===== config.mk =====
export PLATFORM = sky130hd
export DESIGN_NAME = sec_time_core
export DESIGN_NICKNAME = d
export VERILOG_FILES = /design/src/rtl/sct_pkg.sv /design/src/rtl/sct_timebase.sv /design/src/rtl/sct_events.sv /design/src/rtl/sct_regfile.sv /design/src/rtl/sec_time_core.sv
export SDC_FILE = /design/constraint.sdc
export NUM_CORES = 1
export LEC_CHECK = 0
export ABC_AREA = 1
export ABC_CLOCK_PERIOD_IN_PS = 4450
export BUFFER_PORTS_ARGS = -buffer_cell sky130_fd_sc_hd__buf_2
export CORE_ASPECT_RATIO = 1.2
export CORE_MARGIN = 2
export CORE_UTILIZATION = 30
export CTS_CLUSTER_SIZE = 30
export DETAILED_ROUTE_END_ITERATION = 6
export MAX_ROUTING_LAYER = met4
export PLACE_DENSITY = 0.48
export SYNTH_ARGS = -nofsm -noshare
export SYNTH_HDL_FRONTEND = slang
export SYNTH_SLANG_ARGS = --single-unit

===== constraint.sdc =====
create_clock -name clk -period 4.45 [get_ports clk]
set_input_delay 0.2225 -clock clk [delete_from_list [all_inputs] [get_ports clk]]
set_output_delay 0.2225 -clock clk [all_outputs]
set_load 0.05 [all_outputs]

===== src/rtl/sct_pkg.sv =====
package sct_pkg;
    localparam int DATA_W = 32;
    localparam int EVT_N  = 2;
    localparam int EVT_SEC = 0;
    localparam int EVT_ALM = 1;
    localparam int CTRL_BATT_BIT = 31;
    localparam int CTRL_OSC_BIT  = 24;

    // Byte offsets; software depends on these positions.
    localparam logic [7:0] OFF_SET_WR  = 8'h00;
    localparam logic [7:0] OFF_SET_RD  = 8'h04;
    localparam logic [7:0] OFF_CAL_WR  = 8'h08;
    localparam logic [7:0] OFF_CAL_RD  = 8'h0C;
    localparam logic [7:0] OFF_TIME    = 8'h10;
    localparam logic [7:0] OFF_TICK    = 8'h14;
    localparam logic [7:0] OFF_ALARM   = 8'h18;
    localparam logic [7:0] OFF_STATUS  = 8'h20;
    localparam logic [7:0] OFF_MASK    = 8'h24;
    localparam logic [7:0] OFF_ENABLE  = 8'h28;
    localparam logic [7:0] OFF_DISABLE = 8'h2C;
    localparam logic [7:0] OFF_CTRL    = 8'h40;

    typedef enum logic {
        TB_FREE   = 1'b0,
        TB_STAGED = 1'b1
    } tb_state_e;
endpackage


===== src/rtl/sct_timebase.sv =====
module sct_timebase
    import sct_pkg::*;
#(
    parameter int TICK_W = 16
) (
    input  logic              clk,
    input  logic              rst_n,
    input  logic              sec_pulse,
    input  logic              load_wr,
    input  logic [DATA_W-1:0] load_val,
    input  logic              tick_clr,
    input  logic [DATA_W-1:0] alarm_val,
    output logic [DATA_W-1:0] cur_time,
    output logic [DATA_W-1:0] staged_time,
    output logic              pending,
    output logic [TICK_W-1:0] tick_cnt,
    output logic              sec_evt,
    output logic              alm_evt
);
    localparam logic [TICK_W-1:0] TICK_MAX = {TICK_W{1'b1}};

    tb_state_e         state, state_nxt;
    logic [DATA_W-1:0] time_nxt;

    // State register
    always_ff @(posedge clk) begin
        if (!rst_n) state <= TB_FREE;
        else        state <= state_nxt;
    end

    // Transitions
    always_comb begin
        state_nxt = state;
        unique case (state)
            TB_FREE:   if (load_wr) state_nxt = TB_STAGED;
            TB_STAGED: begin
                if (load_wr)        state_nxt = TB_STAGED;
                else if (sec_pulse) state_nxt = TB_FREE;
            end
            default:   state_nxt = TB_FREE;
        endcase
    end

    // State outputs
    always_comb begin
        time_nxt = cur_time + 1'b1;
        pending  = 1'b0;
        unique case (state)
            TB_FREE:   time_nxt = cur_time + 1'b1;
            TB_STAGED: begin
                time_nxt = staged_time;
                pending  = 1'b1;
            end
            default:   time_nxt = cur_time + 1'b1;
        endcase
    end

    assign sec_evt = sec_pulse;
    assign alm_evt = sec_pulse && (time_nxt == alarm_val);

    always_ff @(posedge clk) begin
        if (!rst_n) begin
            cur_time    <= '0;
            staged_time <= '0;
            tick_cnt    <= '0;
        end else begin
            if (sec_pulse) cur_time <= time_nxt;
            if (load_wr)   staged_time <= load_val;
            if (sec_pulse || tick_clr)  tick_cnt <= '0;
            else if (tick_cnt != TICK_MAX) tick_cnt <= tick_cnt + 1'b1;
        end
    end
endmodule


===== src/rtl/sct_events.sv =====
module sct_events
    import sct_pkg::*;
(
    input  logic             clk,
    input  logic             rst_n,
    input  logic [EVT_N-1:0] evt,
    input  logic             clr_wr,
    input  logic             en_wr,
    input  logic             dis_wr,
    input  logic [EVT_N-1:0] wbits,
    output logic [EVT_N-1:0] sts,
    output logic [EVT_N-1:0] mask,
    output logic             irq
);
    for (genvar i = 0; i < EVT_N; i++) begin : g_evt
        always_ff @(posedge clk) begin
            if (!rst_n) begin
                sts[i]  <= 1'b0;
                mask[i] <= 1'b0;
            end else begin
                // a same-cycle event overrides the clear
                sts[i] <= evt[i] | (sts[i] & ~(clr_wr & wbits[i]));
                if (en_wr && wbits[i])       mask[i] <= 1'b1;
                else if (dis_wr && wbits[i]) mask[i] <= 1'b0;
            end
        end
    end

    assign irq = |(sts & mask);
endmodule


===== src/rtl/sct_regfile.sv =====
module sct_regfile
    import sct_pkg::*;
#(
    parameter int              ADDR_W  = 8,
    parameter int              TICK_W  = 16,
    parameter int              CAL_W   = 21,
    parameter logic [CAL_W-1:0] CAL_RST = 21'h198233
) (
    input  logic              clk,
    input  logic              rst_n,
    input  logic [ADDR_W-1:0] addr,
    input  logic              wr,
    input  logic              rd,
    input  logic [DATA_W-1:0] wdata,
    input  logic [DATA_W-1:0] cur_time,
    input  logic [DATA_W-1:0] staged_time,
    input  logic [TICK_W-1:0] tick_cnt,
    input  logic [EVT_N-1:0]  sts,
    input  logic [EVT_N-1:0]  mask,
    output logic [DATA_W-1:0] rdata,
    output logic [DATA_W-1:0] alarm_val,
    output logic              set_wr,
    output logic              cal_wr,
    output logic              clr_wr,
    output logic              en_wr,
    output logic              dis_wr,
    output logic              batt_en,
    output logic              osc_en
);
    logic [CAL_W-1:0] cal_word;
    logic             alarm_wr, ctrl_wr;

    always_comb begin
        set_wr   = wr && (addr == ADDR_W'(OFF_SET_WR));
        cal_wr   = wr && (addr == ADDR_W'(OFF_CAL_WR));
        alarm_wr = wr && (addr == ADDR_W'(OFF_ALARM));
        clr_wr   = wr && (addr == ADDR_W'(OFF_STATUS));
        en_wr    = wr && (addr == ADDR_W'(OFF_ENABLE));
        dis_wr   = wr && (addr == ADDR_W'(OFF_DISABLE));
        ctrl_wr  = wr && (addr == ADDR_W'(OFF_CTRL));
    end

    always_ff @(posedge clk) begin
        if (!rst_n) begin
            cal_word  <= CAL_RST;
            alarm_val <= '0;
            batt_en   <= 1'b0;
            osc_en    <= 1'b0;
        end else begin
            if (cal_wr)   cal_word  <= wdata[CAL_W-1:0];
            if (alarm_wr) alarm_val <= wdata;
            if (ctrl_wr) begin
                batt_en <= wdata[CTRL_BATT_BIT];
                osc_en  <= wdata[CTRL_OSC_BIT];
            end
        end
    end

    always_ff @(posedge clk) begin
        if (!rst_n) begin
            rdata <= '0;
        end else if (rd) begin
            case (addr)
                ADDR_W'(OFF_SET_RD): rdata <= staged_time;
                ADDR_W'(OFF_CAL_RD): rdata <= DATA_W'(cal_word);
                ADDR_W'(OFF_TIME):   rdata <= cur_time;
                ADDR_W'(OFF_TICK):   rdata <= DATA_W'(tick_cnt);
                ADDR_W'(OFF_ALARM):  rdata <= alarm_val;
                ADDR_W'(OFF_STATUS): rdata <= DATA_W'(sts);
                ADDR_W'(OFF_MASK):   rdata <= DATA_W'(mask);
                ADDR_W'(OFF_CTRL): begin
                    rdata <= '0;
                    rdata[CTRL_BATT_BIT] <= batt_en;
                    rdata[CTRL_OSC_BIT]  <= osc_en;
                end
                default:             rdata <= '0;
            endcase
        end
    end
endmodule


===== src/rtl/sec_time_core.sv =====
module sec_time_core
    import sct_pkg::*;
#(
    parameter int              ADDR_W  = 8,
    parameter int              TICK_W  = 16,
    parameter int              CAL_W   = 21,
    parameter logic [CAL_W-1:0] CAL_RST = 21'h198233
) (
    input  logic              clk,
    input  logic              rst_n,
    input  logic              sec_pulse,
    input  logic [ADDR_W-1:0] bus_addr,
    input  logic              bus_wr,
    input  logic              bus_rd,
    input  logic [31:0]       bus_wdata,
    output logic [31:0]       bus_rdata,
    output logic              irq,
    output logic              ctrl_batt_en,
    output logic              ctrl_osc_en
);
    logic [DATA_W-1:0] cur_time, staged_time, alarm_val;
    logic [TICK_W-1:0] tick_cnt;
    logic              pending, sec_evt, alm_evt;
    logic              set_wr, cal_wr, sts_clr_wr, en_wr, dis_wr;
    logic [EVT_N-1:0]  sts, mask, evt;

    assign evt[EVT_SEC] = sec_evt;
    assign evt[EVT_ALM] = alm_evt;

    sct_timebase #(.TICK_W(TICK_W)) u_timebase (
        .clk(clk), .rst_n(rst_n), .sec_pulse(sec_pulse),
        .load_wr(set_wr), .load_val(bus_wdata), .tick_clr(cal_wr),
        .alarm_val(alarm_val), .cur_time(cur_time), .staged_time(staged_time),
        .pending(pending), .tick_cnt(tick_cnt), .sec_evt(sec_evt), .alm_evt(alm_evt)
    );

    sct_events u_events (
        .clk(clk), .rst_n(rst_n), .evt(evt), .clr_wr(sts_clr_wr),
        .en_wr(en_wr), .dis_wr(dis_wr), .wbits(bus_wdata[EVT_N-1:0]),
        .sts(sts), .mask(mask), .irq(irq)
    );

    sct_regfile #(
        .ADDR_W(ADDR_W), .TICK_W(TICK_W), .CAL_W(CAL_W), .CAL_RST(CAL_RST)
    ) u_regfile (
        .clk(clk), .rst_n(rst_n), .addr(bus_addr), .wr(bus_wr), .rd(bus_rd),
        .wdata(bus_wdata), .cur_time(cur_time), .staged_time(staged_time),
        .tick_cnt(tick_cnt), .sts(sts), .mask(mask), .rdata(bus_rdata),
        .alarm_val(alarm_val), .set_wr(set_wr), .cal_wr(cal_wr),
        .clr_wr(sts_clr_wr), .en_wr(en_wr), .dis_wr(dis_wr),
        .batt_en(ctrl_batt_en), .osc_en(ctrl_osc_en)
    );
endmodule


==> impl_metrics.tcl <==
set metrics [dict create \
    drtIter0Drc 509 \
    synth_simple_gate_area_frac 0.298 \
    netSwitchingFraction 0.228 \
    synthCells 1326 \
    arrival_ns 3.12 \
    slowest_stage "inv_1" \
    worst_slack_ns 1.71 \
    slew_headroom 0.434 \
    p_sw_uw 763 \
    drc_errors 0 \
    synthTopCellsByArea "dfxtp_1 (39%), nand2_1 (14%), o21ai_0 (7.4%), a21oi_1 (6.7%), inv_1 (6.5%)" \
    syn_avg_cell_area_um2 6.61 \
    clock_tree.root_cell "clkbuf_16" \
    endpoint_kind "register" \
    io_buffers 79 \
    num_rows 68 \
    synth_seq_cells 172 \
    synth_seq_area_share 0.393 \
    crit_path_cell_trace "buf_4 > inv_1 > nand2_1 > nand3_1 > nand2_1 > nor2_1 > nand2_1 > nor2_1 > nand3_1 > nor2_1 > nand2_1 > nor2_1 > nand2_1 > nor2_1 > nand3_1 > a21oi_1" \
    ys_async_sr_fraction 0 \
    synth_top_area_share 0.393 \
    dieWidth_um 160 \
    vias 8791 \
    ir_drop_v 0.000255 \
    yosys.cell_count.top_type "nand2_1" \
    power.total_uw 3350 \
    synth_fa_ha_area_frac 0.00285 \
    synth_mux_area_frac 0 \
    cts_hold_buf 0 \
    syn_to_final_growth_pct 16.0 \
    synth.largest_area_cell "dfxtp_1" \
    ys_top_cells_by_count "nand2_1 (334), dfxtp_1 (172), inv_1 (152)" \
    antenna_found_initial 0 \
    synth_top_family_by_area "simple AND/OR/NAND/NOR gates" \
    rsz0062_at_grt "false" \
    r2r_setup_slack_ns 1.71 \
    antenna_cells 0 \
    synth_compound_area_frac 0.209 \
    yosysWarnings 0 \
    setup_violations 0 \
    wire_per_inst_um 16.8 \
    p_seq_frac 0.463 \
    hp-class "primary input to register" \
    p_per_area_mw_per_mm2 329 \
    grt_first_pass_wirelength_mm 47.7 \
    p_leak_uw 0.00400 \
    fp.dieArea_mm2 0.0306 \
    drtAntennaViolNets 0 \
    htreeDepth 4 \
    gp_congestion 0.896 \
    finClkSkew_ns 0.0107 \
    synth-main-ff-cell "dfxtp_1" \
    synth_xor_area_frac 0.00400 \
    p_int_uw 2590 \
    grt_max_degree 87 \
    clkPwrFrac 0.498 \
    grt-ovfl-total 0 \
    start_kind "register" \
    fillers 3238 \
    syn_area_mm2 0.00877 \
    worst-path-stages 16 \
    track_usage 0.206 \
    cp_max_fo 21 \
    firstDrtPassIters 6 \
    final_nets 1425 \
    drv_cap 0 \
    grt_pass1_vias 8621 \
    drive_above_1_share 0.121 \
    slew_violations 0 \
    start_util 0.305 \
    drt_wl_total_mm 29.8 \
    cp.required_ns 4.82 \
    worst_pin_slew_ns 0.849 \
    status "finished, final reports clean" \
    path_clk_slew_ns 0.07 \
    min_period_over_period 0.617 \
    max_freq_mhz 364 \
    final_util 0.354 \
    holdCritStartpoint "bus_wdata[26]" \
    ctsResizeCount 0 \
    timing.final.hold_violations 0 \
    dp_slack_ns 1.44 \
    dpl_cell_area_mm2 0.00952 \
    crit_path_max_incr_delay_ns 0.61 \
    core-area_mm2 0.0288 \
    cts_buffer_depth 2 \
    design_area_mm2 0.0102 \
    critPathKind "register to register" \
    cts_tree "built" \
    fp.dieH_um 191 \
    synth_fp_nets 1373 \
    r2r-end "u_events.sts[1]$_SDFF_PN0_" \
    min_period_ns 2.74 \
    clk_latency_ns 0.45 \
    via_per_inst 4.95 \
    cts.sinks 172 \
    pwr-share-comb 0.039 \
    path_delay_family "simple AND/OR/NAND/NOR gates" \
    cts_buffers 17 \
    place_hpwl_mm 21.3 \
    critPathBufInv 2 \
    r2r_cells 16 \
    postCtsSetupRepairBufs 0 \
    io_pins 80 \
    hold_depth 3 \
    r2r_start "u_timebase.state$_SDFF_PN0_" \
    synth_edf_count 0 \
    ys_types 36 \
    holdPathEnd "u_timebase.staged_time[26]$_SDFFE_PN0P_" \
    finalSetupTns_ns 0 \
]
==> power by group through the flow <==
stage          clock network (µW)  logic (µW)  registers (µW)
6_report                     1670         132            1550
5_1_grt                      1770         147            1550
4_1_cts                      1700         134            1550
3_5_place_dp                    0         134            1590
3_3_place_gp                    0         133            1590
2_1_floorplan                   0        70.6            1580
==> kinds of logic (layout without fill, tap and decap cells) <==
family | after synthesis | count (layout)
buffers and inverters | 217 | 282
and+or+nand+nor | 600 | 600
DFF | 172 | 172
xor gates and xnor gates | 4 | 4
adders and majority gates | 2 | 2
AOI/OAI and AO/OA | 331 | 331
==> layer usage <==
metal | GRT usage | wire length [µm]
met5 | - | 0
met2 | 0.342 | 14200
met1 | 0.265 | 14200
met3 | 0.0304 | 1070
met4 | 0.0485 | 365
==> layout make-up <==
type                    instances  area, µm²  area share
clock buffers                  24        492      0.0483
clock inverters                 8        155      0.0153
inverters                     158        593      0.0583
multi-input cells             937       4510       0.444
flip-flops and latches        172       3440       0.339
well taps                     385        482      0.0474
repair buffers                 92        493      0.0485
==> stage by stage <==
stage / hold slack [ns] / instances
finish: 0.0192 / 1776
global route: 0.0257 / 1776
CTS: 0.0112 / 1776
detailed placement: 0.444 / 1744
global placement: 0.441 / 1744
floorplan: 0.349 / 1326
==> worst reg2reg max path, delay by kind of cell (launching register included) <==
family	cells	cell delay, ns
AO/OA/AOI/OAI	1	0.15
buffers and inverters	2	0.84
flip-flops	1	0.30
AND/OR/NAND/NOR	13	1.39
==> how the worst max path moves through the flow <==
stage	start	end
2_1_floorplan	u_timebase.cur_time[0]$_SDFFE_PN0P_	u_events.sts[1]$_SDFF_PN0_
3_3_place_gp	bus_addr[7]	u_regfile.alarm_val[27]$_SDFFE_PN0P_
3_5_place_dp	bus_addr[7]	u_regfile.alarm_val[24]$_SDFFE_PN0P_
4_1_cts	u_timebase.state$_SDFF_PN0_	u_events.sts[1]$_SDFF_PN0_
5_1_grt	u_timebase.state$_SDFF_PN0_	u_events.sts[1]$_SDFF_PN0_
6_report	u_timebase.state$_SDFF_PN0_	u_events.sts[1]$_SDFF_PN0_
==> registers in the layout, summed over array words and instances, names as in the netlist <==
name and cells:
u_timebase.tick_cnt 16, u_regfile.cal_word 21, u_events.sts 2, u_timebase.state 1, u_regfile.rdata 32, u_events.mask 2, u_regfile.batt_en 1, u_timebase.staged_time 32
u_regfile.osc_en 1, u_timebase.cur_time 32, u_regfile.alarm_val 32
==> placed cells by master, fill, tap and decap left out, types with 5 or more instances in the layout <==
| cell | instances |
|---|---|
| nor2_4 | 9 |
| o211ai_1 | 12 |
| dfxtp_1 | 172 |
| nand3_1 | 82 |
| nor3_1 | 16 |
| nand3b_1 | 8 |
| inv_1 | 152 |
| buf_2 | 79 |
| o22ai_1 | 43 |
| clkbuf_16 | 17 |
| nor2_2 | 7 |
| nand4_1 | 5 |
| nand2_1 | 334 |
| o21ai_0 | 130 |
| nand2_2 | 6 |
| or2_2 | 16 |
| o31ai_1 | 7 |
| buf_4 | 13 |
| nor2_1 | 109 |
| o221ai_1 | 13 |
| a21oi_1 | 117 |
Note: power is estimated with default switching activity, not from simulation.
